### config.mk
export PLATFORM = sky130hd
export DESIGN_NAME = stk_regfile
export DESIGN_NICKNAME = d
export VERILOG_FILES = /design/src/rtl/stk_pkg.sv /design/src/rtl/stk_alu.sv /design/src/rtl/stk_regbank.sv /design/src/rtl/stk_tagtrack.sv /design/src/rtl/stk_regfile.sv
export SDC_FILE = /design/constraint.sdc
export NUM_CORES = 1
export LEC_CHECK = 0
export CORE_MARGIN = 5
export CORE_UTILIZATION = 30
export DETAILED_ROUTE_END_ITERATION = 12
export SLEW_MARGIN = 30
export SYNTH_ARGS = -nofsm -noshare
export SYNTH_HDL_FRONTEND = slang
export SYNTH_SLANG_ARGS = --single-unit
### constraint.sdc
create_clock -name clk -period 6.8 [get_ports clk]
set_clock_uncertainty 0.1 [all_clocks]
set_input_delay 0.68 -clock clk [delete_from_list [all_inputs] [get_ports clk]]
set_output_delay 0.68 -clock clk [all_outputs]
set_load 0.03 [all_outputs]
### src/rtl/stk_pkg.sv
// Package: command and operation codes shared by the stack register file.
// Assumes the codes are driven on plain 4-bit and 2-bit ports.
package stk_pkg;
    typedef enum logic [3:0] {
        CMD_NOP    = 4'd0,
        CMD_INIT   = 4'd1,
        CMD_PUSH   = 4'd2,
        CMD_PUSHK  = 4'd3,
        CMD_STORE  = 4'd4,
        CMD_STOREP = 4'd5,
        CMD_XCHG   = 4'd6,
        CMD_STK    = 4'd7,
        CMD_MEM    = 4'd8,
        CMD_REGN   = 4'd9,
        CMD_REG0   = 4'd10,
        CMD_REGP   = 4'd11
    } cmd_e;

    typedef enum logic [1:0] {
        ALU_ADD  = 2'd0,
        ALU_SUB  = 2'd1,
        ALU_SUBR = 2'd2,
        ALU_ADD2 = 2'd3
    } alu_e;
endpackage

### src/rtl/stk_alu.sv
// Module: integer operation unit for the stack forms.
// a is the first-named (destination) operand and b the other one.
// Purely combinational; all results wrap at DATA_W bits.
module stk_alu #(
    parameter int DATA_W = 16
) (
    input  logic [1:0]        op,
    input  logic [DATA_W-1:0] a,
    input  logic [DATA_W-1:0] b,
    output logic [DATA_W-1:0] y
);
    import stk_pkg::*;

    // Select the result of the requested operation.
    always_comb begin
        case (alu_e'(op))
            ALU_SUB:  y = a - b;
            ALU_SUBR: y = b - a;
            default:  y = a + b;
        endcase
    end
endmodule

### src/rtl/stk_regbank.sv
// Module: physical register storage with two combinational read ports
// and two write ports. Write port 1 wins when both ports address one cell.
// Assumes DEPTH is a power of two.
module stk_regbank #(
    parameter int DATA_W = 16,
    parameter int DEPTH  = 8,
    localparam int PTR_W = $clog2(DEPTH)
) (
    input  logic              clk,
    input  logic              rst_n,
    input  logic [PTR_W-1:0]  ra0,
    input  logic [PTR_W-1:0]  ra1,
    output logic [DATA_W-1:0] rd0,
    output logic [DATA_W-1:0] rd1,
    input  logic              we0,
    input  logic [PTR_W-1:0]  wa0,
    input  logic [DATA_W-1:0] wd0,
    input  logic              we1,
    input  logic [PTR_W-1:0]  wa1,
    input  logic [DATA_W-1:0] wd1
);
    logic [DATA_W-1:0] cells [DEPTH];

    for (genvar i = 0; i < DEPTH; i++) begin : g_cell
        logic [DATA_W-1:0] cell_q;

        // Hold one register; port 1 takes priority over port 0.
        always_ff @(posedge clk) begin
            if (!rst_n)
                cell_q <= '0;
            else if (we1 && wa1 == PTR_W'(i))
                cell_q <= wd1;
            else if (we0 && wa0 == PTR_W'(i))
                cell_q <= wd0;
        end

        assign cells[i] = cell_q;
    end

    assign rd0 = cells[ra0];
    assign rd1 = cells[ra1];
endmodule

### src/rtl/stk_tagtrack.sv
// Module: top pointer, per-register valid tags and sticky fault flags.
// Assumes the caller asserts push and pop only for commands that passed
// their checks, and never both together. init overrides everything else.
module stk_tagtrack #(
    parameter int DEPTH  = 8,
    localparam int PTR_W = $clog2(DEPTH)
) (
    input  logic             clk,
    input  logic             rst_n,
    input  logic             init,
    input  logic             push,
    input  logic             pop,
    input  logic             set_ovf,
    input  logic             set_unf,
    output logic [PTR_W-1:0] top_o,
    output logic [DEPTH-1:0] tags_o,
    output logic             ovf_o,
    output logic             unf_o
);
    logic [PTR_W-1:0] top_q;
    logic [DEPTH-1:0] tags_q;
    logic             ovf_q;
    logic             unf_q;
    logic [PTR_W-1:0] top_dn;
    logic [PTR_W-1:0] top_up;

    assign top_dn = top_q - PTR_W'(1);
    assign top_up = top_q + PTR_W'(1);

    // Move the pointer and the tags for accepted pushes and pops.
    always_ff @(posedge clk) begin
        if (!rst_n || init) begin
            top_q  <= '0;
            tags_q <= '0;
        end else if (push) begin
            top_q          <= top_dn;
            tags_q[top_dn] <= 1'b1;
        end else if (pop) begin
            top_q         <= top_up;
            tags_q[top_q] <= 1'b0;
        end
    end

    // Keep the overflow and underflow flags until an initialize.
    always_ff @(posedge clk) begin
        if (!rst_n || init) begin
            ovf_q <= 1'b0;
            unf_q <= 1'b0;
        end else begin
            ovf_q <= ovf_q | set_ovf;
            unf_q <= unf_q | set_unf;
        end
    end

    assign top_o  = top_q;
    assign tags_o = tags_q;
    assign ovf_o  = ovf_q;
    assign unf_o  = unf_q;
endmodule

### src/rtl/stk_regfile.sv
// Module: stack-addressed register file controller. It decodes one command
// per cycle, maps the relative names ST(i) to physical registers through the
// top pointer, and checks tags before anything is committed. A faulting
// command only raises its flag. Store results are registered, so they appear
// one cycle after the command.
module stk_regfile #(
    parameter int DATA_W = 16,
    parameter int DEPTH  = 8,
    localparam int PTR_W = $clog2(DEPTH)
) (
    input  logic              clk,
    input  logic              rst_n,
    input  logic [3:0]        cmd_op,
    input  logic [1:0]        alu_op,
    input  logic [PTR_W-1:0]  idx,
    input  logic [DATA_W-1:0] din,
    output logic [DATA_W-1:0] dout,
    output logic              dout_valid,
    output logic [PTR_W-1:0]  top_ptr,
    output logic [DEPTH-1:0]  tag_o,
    output logic              ovf_flag,
    output logic              unf_flag
);
    import stk_pkg::*;

    cmd_e              cmd;
    logic [PTR_W-1:0]  nsel;
    logic [PTR_W-1:0]  p_top;
    logic [PTR_W-1:0]  p_n;
    logic [PTR_W-1:0]  p_new;
    logic [DATA_W-1:0] st0;
    logic [DATA_W-1:0] stn;
    logic [DATA_W-1:0] op_a;
    logic [DATA_W-1:0] op_b;
    logic [DATA_W-1:0] alu_y;
    logic              need0;
    logic              needn;
    logic              want_push;
    logic              want_pop;
    logic              want_out;
    logic              w0_req;
    logic              w1_req;
    logic [PTR_W-1:0]  w0_addr;
    logic [PTR_W-1:0]  w1_addr;
    logic [DATA_W-1:0] w0_data;
    logic [DATA_W-1:0] w1_data;
    logic              hit_unf;
    logic              hit_ovf;
    logic              ok;

    assign cmd   = cmd_e'(cmd_op);
    assign nsel  = (cmd == CMD_STK) ? PTR_W'(1) : idx;
    assign p_top = top_ptr;
    assign p_n   = top_ptr + nsel;
    assign p_new = top_ptr - PTR_W'(1);

    // Decode the command into reads, operand routing, writes and stack motion.
    always_comb begin
        need0     = 1'b0;
        needn     = 1'b0;
        want_push = 1'b0;
        want_pop  = 1'b0;
        want_out  = 1'b0;
        w0_req    = 1'b0;
        w1_req    = 1'b0;
        w0_addr   = p_top;
        w1_addr   = p_n;
        w0_data   = alu_y;
        w1_data   = alu_y;
        op_a      = st0;
        op_b      = stn;
        case (cmd)
            CMD_PUSH: begin
                want_push = 1'b1;
                w0_req    = 1'b1;
                w0_addr   = p_new;
                w0_data   = din;
            end
            CMD_PUSHK: begin
                want_push = 1'b1;
                w0_req    = 1'b1;
                w0_addr   = p_new;
                w0_data   = DATA_W'(idx);
            end
            CMD_STORE: begin
                need0    = 1'b1;
                want_out = 1'b1;
            end
            CMD_STOREP: begin
                need0    = 1'b1;
                want_out = 1'b1;
                want_pop = 1'b1;
            end
            CMD_XCHG: begin
                need0   = 1'b1;
                needn   = 1'b1;
                w0_req  = 1'b1;
                w0_data = stn;
                w1_req  = 1'b1;
                w1_data = st0;
            end
            CMD_STK, CMD_REGP: begin
                need0    = 1'b1;
                needn    = 1'b1;
                op_a     = stn;
                op_b     = st0;
                w1_req   = 1'b1;
                want_pop = 1'b1;
            end
            CMD_MEM: begin
                need0  = 1'b1;
                op_b   = din;
                w0_req = 1'b1;
            end
            CMD_REGN: begin
                need0  = 1'b1;
                needn  = 1'b1;
                op_a   = stn;
                op_b   = st0;
                w1_req = 1'b1;
            end
            CMD_REG0: begin
                need0  = 1'b1;
                needn  = 1'b1;
                w0_req = 1'b1;
            end
            default: ;
        endcase
    end

    assign hit_unf = (need0 && !tag_o[p_top]) || (needn && !tag_o[p_n]);
    assign hit_ovf = want_push && tag_o[p_new];
    assign ok      = !hit_unf && !hit_ovf;

    stk_regbank #(.DATA_W(DATA_W), .DEPTH(DEPTH)) u_bank (
        .clk   (clk),
        .rst_n (rst_n),
        .ra0   (p_top),
        .ra1   (p_n),
        .rd0   (st0),
        .rd1   (stn),
        .we0   (w0_req && ok),
        .wa0   (w0_addr),
        .wd0   (w0_data),
        .we1   (w1_req && ok),
        .wa1   (w1_addr),
        .wd1   (w1_data)
    );

    stk_alu #(.DATA_W(DATA_W)) u_alu (
        .op (alu_op),
        .a  (op_a),
        .b  (op_b),
        .y  (alu_y)
    );

    stk_tagtrack #(.DEPTH(DEPTH)) u_tags (
        .clk     (clk),
        .rst_n   (rst_n),
        .init    (cmd == CMD_INIT),
        .push    (want_push && ok),
        .pop     (want_pop && ok),
        .set_ovf (hit_ovf),
        .set_unf (hit_unf),
        .top_o   (top_ptr),
        .tags_o  (tag_o),
        .ovf_o   (ovf_flag),
        .unf_o   (unf_flag)
    );

    // Register the store result and its valid strobe.
    always_ff @(posedge clk) begin
        if (!rst_n) begin
            dout       <= '0;
            dout_valid <= 1'b0;
        end else begin
            dout_valid <= want_out && ok;
            if (want_out && ok)
                dout <= st0;
        end
    end
endmodule

Yosys cells after proc, flatten, opt, wreduce, memory -nomap -nowiden

Index checks and enable logic that the tools add are counted.

Order comparisons: 7
Reduce and logical (&&, ||, !) cells: 53
Eq/ne operators: 27
Bitwise operators: 7
Multiplexer cells: 50
Add/sub/neg operators: 6

Operators with widths:

| operator                                                              | number |
|---|---|
| 16-bit two-way mux                                                    | 22 |
| 16-bit binary-select mux with 3-bit select                            | 2 |
| 16-bit one-hot mux with 2 select lines                                | 2 |
| 16-bit one-hot mux with 3 select lines                                | 1 |
| 16-bit subtractor                                                     | 2 |
| 1-bit logical AND                                                     | 27 |
| 3-bit equality test, second input constant                            | 8 |
| 2-bit nonzero test                                                    | 9 |
| 16-bit adder                                                          | 1 |
| 4-bit by 3-bit equality test with 1-bit output, second input constant | 4 |
| 4-bit equality test, second input constant                            | 4 |
| 8-bit two-way mux                                                     | 2 |
| 3-bit by 2-bit equality test with 1-bit output, second input constant | 4 |
| 3-bit by 4-bit < comparator with 1-bit output, second input constant  | 3 |
| 1-bit two-way mux                                                     | 12 |
| 3-bit two-way mux                                                     | 4 |
| 5-bit OR reduction                                                    | 2 |
| 1-bit binary-select mux with 3-bit select                             | 3 |
| 8-bit bitwise AND                                                     | 1 |
| 4-bit by 2-bit equality test with 1-bit output, second input constant | 2 |
| 4-bit greater-or-equal comparator, second input constant              | 2 |
| 3-bit inverter with 4-bit output                                      | 2 |
| 8-bit inverter                                                        | 1 |
| 8-bit OR                                                              | 1 |
| other kinds (17)                                                      | 29 |

Flip-flop bits (word level): 158
Input bits: 27
Output and inout bits: 30

Longest topological paths before layout

Gate-level depths: netlist of run 1.

Word-level depth: 14
Gate-level depth with buffers: 29

Hierarchy

A second synthesis of run 1 with hierarchy kept.

Cells, all modules: 1498
Area, all modules: 12644.6 µm²

Modules (own cells, without submodules):

| module       | times used | sequential area each (µm²) | area an instance (µm²) | cells each |
|---|---|---|---|---|
| stk_regbank  | 1          | 2562.5                     | 7817.5                 | 865 |
| stk_regfile  | 1          | 340.3                      | 2185.8                 | 269 |
| stk_alu      | 1          | 0.0                        | 1983.2                 | 293 |
| stk_tagtrack | 1          | 260.2                      | 658.1                  | 71 |

Worst setup path after synthesis of run 1

No wires, ideal clock.

Kind: input-to-reg
Start: in cmd_op[3]
End: reg u_bank.g_cell[4].cell_q[15]
Setup time: 0.123 ns
Setup slack: 0.029 ns
Cell stages on the path: 27
Arrival time: 6.547 ns
Cells stage by stage: nand4b_1 > nand2b_1 > ha_1 > inv_1 > fa_1 > buf_4 > buf_6 > buf_4 > mux4_2 > nand2_1 > nand2_1 > o21ai_0 > ha_1 > nand2b_1 > o41ai_1 > o21ai_0 > xnor2_1 > ha_1 > nand3_1 > o32ai_1 > nor3b_1 > o41ai_1 > and3b_2 > nor3_4 > xnor2_2 > mux2_4 > o22ai_2

Cells in the longest elaborated chain, start to end: 13
Elaborated cells between the ends (all ways): 55

Ends and longest elaborated chain:

| element                                                                                                             | line                                  | source |
|---|---|---|
| from (decl)                                                                                                         | stk_regfile.sv:13                     | `input logic [3:0] cmd_op,` |
| 4-bit by 3-bit equality test with 1-bit output                                                                      | stk_regfile.sv:52, stk_regfile.sv:72  |  |
| 3-bit two-way mux                                                                                                   | stk_regfile.sv:52                     | `assign nsel = (cmd == CMD_STK) ? PTR_W'(1) : idx;` |
| 3-bit adder                                                                                                         | stk_regfile.sv:54                     | `assign p_n = top_ptr + nsel;` |
| 3-bit inverter with 4-bit output (implied by the code) or 1-bit binary-select mux with 3-bit select (tied branches) | stk_regbank.sv:41, stk_regfile.sv:131 |  |
| 16-bit binary-select mux with 3-bit select or 1-bit two-way mux (tied branches)                                     | stk_regbank.sv:41, stk_regfile.sv:131 |  |
| 16-bit two-way mux (implied by the code) or 1-bit logical NOT (tied branches)                                       | stk_regbank.sv:41, stk_regfile.sv:131 |  |
| 16-bit two-way mux (implied by the code) or 1-bit logical AND (tied branches)                                       | stk_regbank.sv:41, stk_regfile.sv:131 |  |
| 16-bit one-hot mux with 2 select lines, or another cell as far along                                                | stk_regfile.sv:72                     | `case (cmd)` |
| 16-bit adder, or another cell as far along                                                                          | stk_alu.sv:19                         | `default: y = a + b;` |
| 16-bit one-hot mux with 2 select lines or 1-bit logical AND (tied branches)                                         | stk_alu.sv:16, stk_regfile.sv:133     |  |
| 16-bit one-hot mux with 3 select lines, or another cell as far along                                                | stk_regfile.sv:72                     |  |
| 16-bit two-way mux, or another cell as far along                                                                    | stk_regbank.sv:33                     | `else if (we0 && wa0 == PTR_W'(i))` |
| 16-bit two-way mux or 2-bit nonzero test (tied branches)                                                            | -                                     |  |
| to (signal assigned)                                                                                                | stk_regbank.sv:32                     | `cell_q <= wd1;` |
| to (signal assigned)                                                                                                | stk_regbank.sv:34                     | `cell_q <= wd0;` |
| to (decl)                                                                                                           | stk_regbank.sv:25                     | `logic [DATA_W-1:0] cell_q;` |

Several ways; a longest one is shown, not always the timed one. The select of a mux whose other input is x is not followed.
A chain may end at the register's enable or synchronous reset.

Final worst setup path of run 1

Start: in cmd_op[3]
End: reg u_bank.g_cell[4].cell_q[11]

The elaborated chain is that of the path after synthesis.

==> results.sh, run 1 <==
export IMPL_cp_common_cell="buf_4"
export IMPL_initial_utilization_pct=30.4
export IMPL_period_share_pct=96.9
export IMPL_ir_drop_mv=0.173
export IMPL_total_power_mw=3.84
export IMPL_vias=13412
export IMPL_finalCoreUtilization_pct=37.3
export IMPL_n_antenna_cell=0
export IMPL_final_cell_mix="nand2_1, buf_4, nor2_1"
export IMPL_drive_above_1_share_pct=22.3
export IMPL_worstSetupPathType="in -> reg"
export IMPL_fmax_ghz=0.152
export IMPL_multi_input_area_um2=8910
export IMPL_power_per_cell_area_nw_per_um2=245
export IMPL_io_pins=57
export IMPL_ys_seq_area_share_pct=24.8
export IMPL_final_area_um2=15700
export IMPL_place_area_um2=14800
export IMPL_clock_latency_ps=460
export IMPL_min_period_ps=6590
export IMPL_htreeDepth=4
export IMPL_hold_class="reg -> reg"
export IMPL_cp_slowest_cell="fa_2"
export IMPL_die_h_um=216
export IMPL_maxCapViolations=0
export IMPL_die_area_um2=46700
export IMPL_final_common_cell="nand2_1"
export IMPL_viasPerCell=5.87
export IMPL_core_area_um2=41900
export IMPL_rsz0062_at_grt="true"
export IMPL_drt_iter0_markers=1487
export IMPL_dp_cells=2247
export IMPL_synth_area_per_cell_um2=8.16
export IMPL_cts_buffers=17
export IMPL_whs_ps=357
export IMPL_chipWidth_um=216
export IMPL_numClockSinks=158
export IMPL_leakage_nw=5.98
export IMPL_routedWlPerCell_um=22.7
export IMPL_dr_pass1_iters=6
export IMPL_hold_violations=0
export IMPL_setup_viol=0
export IMPL_slew_violations=0
export IMPL_syn_nets=1629
export IMPL_netlist_area_leader_share_pct=24.8
export IMPL_syn_area_um2=12700
export IMPL_grt_antenna_before_repair=1
export IMPL_fp_row_count=75
export IMPL_yosys_top_cells_area="dfxtp_1, mux4_2, nand2_1"
export IMPL_clockBufferDepth=2
export IMPL_synthCells=1562
export IMPL_yosys_area_top_type="dfxtp_1"
export IMPL_max_slew_margin_rel_pct=30.4
export IMPL_fillerInstances=4259
export IMPL_synth_ff_type="dfxtp_1"
export IMPL_endpoint_kind="flop"
export IMPL_required_ps=7050
export IMPL_cpPeakStageDelay_ps=490
export IMPL_hpwlAfterDp_mm=39.4
export IMPL_status="completed"
export IMPL_drc=0
export IMPL_grt_pass1_wl_mm=77.3
export IMPL_postRouteAntennaNets=0
export IMPL_grt_pass1_vias=12640
export IMPL_grt_max_degree=75
export IMPL_synth_edff_count=0
export IMPL_final_nets=1801
export IMPL_fin_cells=2286
export IMPL_register_area_um2=3170
export IMPL_grt_use_total_pct=21.3
export IMPL_yosysWarnings=0
export IMPL_io_buffers=56
export IMPL_path_max_fanout=8
export IMPL_reg2reg_slack_ps=1010
export IMPL_clk_pin_slew_worst_paths_ps=70
export IMPL_hold_buffers=0
export IMPL_tritoncts="done"
export IMPL_drt_total_wl_mm=51.8
export IMPL_worstPathArrival_ps=6840
export IMPL_place_congestion=0.943
export IMPL_cts_root_buf="clkbuf_16"
export IMPL_overflow=0
export IMPL_syn2layout_area_growth_pct=23.0
export IMPL_setup_worst_path_start_class="primary input"
export IMPL_synthArstFlopShare_pct=0
export IMPL_synth_seq_cells=158
export IMPL_max_slew_worst_pin_slew_ps=1040
export IMPL_ys_types=94
==> final timing paths <==
path,startpoint,endpoint,cells after the start
min,u_tags.unf_o$_SDFF_PP0_,u_tags.unf_o$_SDFF_PP0_,2
max reg2reg,u_tags.top_o[2]$_SDFFE_PP0P_,u_bank.g_cell[7].cell_q[15]$_SDFFE_PN0P_,19
max,cmd_op[3],u_bank.g_cell[4].cell_q[11]$_SDFFE_PN0P_,32
min reg2reg,u_tags.unf_o$_SDFF_PP0_,u_tags.unf_o$_SDFF_PP0_,2
==> layer usage <==
layer	global-route usage, %	wire [um]
met5	0	13
met4	10.4	2810
met3	5.05	5020
met2	33.6	22900
met1	27.6	21100
==> synth_stat cells (24+ instances only) <==
master and count:
a211oi_1 32, a21oi_1 133, buf_2 26, clkbuf_1 42, dfxtp_1 158, ha_1 37, inv_1 33, mux2_2 25
mux2i_1 54, mux4_2 45, nand2_1 210, nand2b_1 32, nand3_1 26, nor2_1 175, nor3_1 28, o211ai_1 66
o21a_1 39, o21ai_0 58, o22ai_1 24, xnor2_1 28
==> what timing repair did <==
item / CTS / global route
resized for setup: 1 / 23
pin swaps: 0 / 8
endpoints found under the setup margin: 8 / 67
buffers inserted: 0 / 7
==> flip-flops by register name, summed over array words and instances (netlist names) <==
name / cells
dout: 16
u_tags.top_o: 3
u_tags.ovf_o: 1
u_tags.unf_o: 1
dout_valid: 1
u_bank.g_cell.cell_q: 128
u_tags.tags_o: 8
==> cell type report <==
| cell class | count | area share, % |
|---|---|---|
| Inverter | 36 | 0.863 |
| Sequential cell | 158 | 20.2 |
| Clock inverter | 14 | 1.25 |
| Multi-Input combinational cell | 1261 | 56.9 |
| Clock buffer | 18 | 2.80 |
| Tap cell | 539 | 4.31 |
| Timing Repair Buffer | 260 | 13.7 |
==> worst max-delay path, delay by kind of cell <==
| kind | cells | cell delay (ps) |
|---|---|---|
| fa+ha+maj | 2 | 790 |
| buf+inv | 10 | 1940 |
| simple gates | 7 | 1320 |
| xor+xnor | 2 | 290 |
| mux | 1 | 340 |
| compound gates | 10 | 1460 |
==> cell families (layout without fill, tap and decap cells) <==
group,count (synthesis),after routing,share of synthesized area (%)
AOI/OAI and AO/OA,486,486,26.3
xor gates and xnor gates,42,42,2.95
adders and majority gates,40,40,4.11
buffers and inverters,143,328,6.50
DFF,158,158,24.8
muxes,128,128,15.1
and+or+nand+nor,565,565,20.3
==> power breakdown <==
part | internal (mW) | switching [mW] | leakage, nW
registers | 0.955 | 0.0310 | 1.28
clock network | 0.602 | 0.467 | 0.312
logic | 0.771 | 1.01 | 4.39
total | 2.33 | 1.51 | 5.98
==> metrics by stage <==
step	TNS (ps)	setup WS [ps]
after global placement	-10210	-500
after CTS	0	27.2
after global routing	-489	-58.0
final	0	210
after floorplan	0	29.5
after detailed placement	-13660	-537
(Power assumes the default switching activity.)
==> run 2, diff against run 1 <==
Settings changed: CORE_UTILIZATION 30 to 35.
==> run 2 against run 1 <==
Against the previous run:
- setup slack improved by 120 ps
- register-to-register slack worse by 130 ps
- sequential share of layout area up 0.44 points
- first-iteration DRC count is 13% higher
- global-route usage up 2.9 points
- final cell count fell by 4.0%
- maximum frequency rose by 1.8%
- combinational power about the same
- largest cell class unchanged
- largest power group unchanged
==> results.sh, run 2 (synthesis gave the netlist of run 1 again) <==
export IMPL_status="completed"
export IMPL_clock_latency_ps=450
export IMPL_io_pins=57
export IMPL_hpwlAfterDp_mm=39.2
export IMPL_largest_register="u_bank.g_cell.cell_q"
export IMPL_grt_max_degree=59
export IMPL_place_area_um2=14700
export IMPL_detailedPlace_worstSlack_ps=-214
export IMPL_overflow=0
export IMPL_leakage_nw=5.85
export IMPL_period_share_pct=95.2
export IMPL_multi_input_area_um2=8840
export IMPL_io_buffers=56
export IMPL_worstHoldPathCells=2
export IMPL_routedWlPerCell_um=23.2
export IMPL_tritoncts="done"
export IMPL_n_antenna_cell=0
export IMPL_hold_buffers=0
export IMPL_reg2reg_slack_ps=880
export IMPL_worstSetupPathType="in -> reg"
export IMPL_path_max_fanout=11
export IMPL_clockBufferDepth=2
export IMPL_endpoint_kind="flop"
export IMPL_viasPerCell=6.12
export IMPL_dr_pass1_iters=6
export IMPL_die_area_um2=40300
export IMPL_hold_class="reg -> reg"
export IMPL_worstPathArrival_ps=6730
export IMPL_cp_slowest_cell="fa_2"
export IMPL_use_met3_pct=4.09
export IMPL_fin_cells=2194
export IMPL_ir_drop_mv=0.184
export IMPL_numClockSinks=158
export IMPL_cts_buffers=17
export IMPL_drt_total_wl_mm=50.9
export IMPL_grt_pass1_vias=12413
export IMPL_initial_utilization_pct=35.6
export IMPL_largest_register_ffs=128
export IMPL_top_usage_layer="met2"
export IMPL_hold_violations=0
export IMPL_reg2reg_from="u_tags.top_o[2]$_SDFFE_PP0P_"
export IMPL_drive_above_1_share_pct=21.4
export IMPL_timing_rr_end="u_bank.g_cell[4].cell_q[15]$_SDFFE_PN0P_"
export IMPL_htreeDepth=4
export IMPL_maxCapViolations=0
export IMPL_clk_pin_slew_worst_paths_ps=60
export IMPL_register_area_um2=3170
export IMPL_place_congestion=0.974
export IMPL_intPower_mw=2.23
export IMPL_seq_power_share_pct=26.6
export IMPL_dp_cells=2162
export IMPL_max_slew_worst_pin_slew_ps=1020
export IMPL_grt_use_met1_pct=33.7
export IMPL_clockPowerShare_pct=26.3
export IMPL_postRouteAntennaNets=0
export IMPL_syn2layout_area_growth_pct=20.3
export IMPL_fp_row_count=69
export IMPL_switching_power_mw=1.48
export IMPL_grt_antenna_before_repair=1
export IMPL_cpPeakStageDelay_ps=580
export IMPL_cts_root_buf="clkbuf_16"
export IMPL_drt_iter0_markers=1678
export IMPL_slew_violations=0
export IMPL_drc=0
export IMPL_cp_common_cell="buf_4"
export IMPL_final_area_um2=15300
export IMPL_final_nets=1787
export IMPL_swShare_pct=39.9
export IMPL_whs_ps=381
export IMPL_use_met2_pct=38.0
export IMPL_r2r_cells=18
export IMPL_timing_final_ws_setup_ps=326
export IMPL_setup_worst_path_start_class="primary input"
export IMPL_core_area_um2=35700
export IMPL_die_h_um=201
export IMPL_chipWidth_um=201
export IMPL_final_common_cell="nand2_1"
export IMPL_required_ps=7060
export IMPL_comb_power_share_pct=47.1
export IMPL_setup_viol=0
export IMPL_grt_use_total_pct=24.2
export IMPL_vias=13422
export IMPL_grt_pass1_wl_mm=76.9
export IMPL_whs_endpoint="u_tags.unf_o$_SDFF_PP0_"
export IMPL_final_cell_mix="nand2_1, buf_4, nor2_1"
export IMPL_total_power_mw=3.71
export IMPL_min_period_ps=6470
export IMPL_fillerInstances=3571
export IMPL_max_slew_margin_rel_pct=31.9
export IMPL_power_per_cell_area_nw_per_um2=242
export IMPL_fmax_ghz=0.154
export IMPL_hold_start="u_tags.unf_o$_SDFF_PP0_"
==> run 2: area by class of cell <==
class	count	area share, %
inverter	36	0.882
timing repair buffer	246	13.3
sequential	158	20.7
tap	461	3.76
clock inverter	12	0.808
clock buffer	20	2.98
multi-input combinational	1261	57.7
==> run 2: power by group through the flow <==
stage               Combinational, mW  Sequential, mW  Clock, mW
global route                     1.88           0.989       1.02
floorplan                       0.978            1.00          0
detailed placement               1.68            1.01          0
finish                           1.75           0.988      0.976
CTS                              1.69           0.986      0.990
global placement                 1.67            1.01          0
==> run 2: timing repair <==
action	in CTS	in global routing
buffers inserted	0	0
endpoints found under the setup margin	0	23
resized for setup	0	12
==> run 2: worst max path at each step <==
stage / endpoint / startpoint / slack (ps)
floorplan: u_bank.g_cell[4].cell_q[15]$_SDFFE_PN0P_ / cmd_op[3] / 30
global placement: u_bank.g_cell[0].cell_q[15]$_SDFFE_PN0P_ / cmd_op[3] / -140
detailed placement: u_bank.g_cell[4].cell_q[15]$_SDFFE_PN0P_ / cmd_op[0] / -210
CTS: u_bank.g_cell[4].cell_q[15]$_SDFFE_PN0P_ / cmd_op[3] / 190
global route: u_bank.g_cell[0].cell_q[15]$_SDFFE_PN0P_ / cmd_op[2] / -5
finish: u_bank.g_cell[4].cell_q[15]$_SDFFE_PN0P_ / cmd_op[3] / 330
==> run 2: metal layers <==
layer  share of wire (%)  vias to the layer above
met5               0.014                        -
li1                    -                     6117
met2                  44                      742
met1                  42                     6455
met4                 3.7                        2
met3                 9.7                      106
==> run 2: critical path, delay by kind of cell <==
kind                       cells  cell delay, ps
AOI/OAI and AO/OA              6            1280
and+or+nand+nor                7            1290
adders and majority gates      3            1070
xor gates and xnor gates       2             350
buffers and inverters          8            1490
muxes                          1             550
==> run 2: metrics by stage <==
stage	TNS, ps	util [%]
2_1_floorplan	0	-
3_3_place_gp	-1050	41.1
3_5_place_dp	-2380	41.1
4_1_cts	0	42.7
5_1_grt	-5.66	42.9
6_report	0	42.9
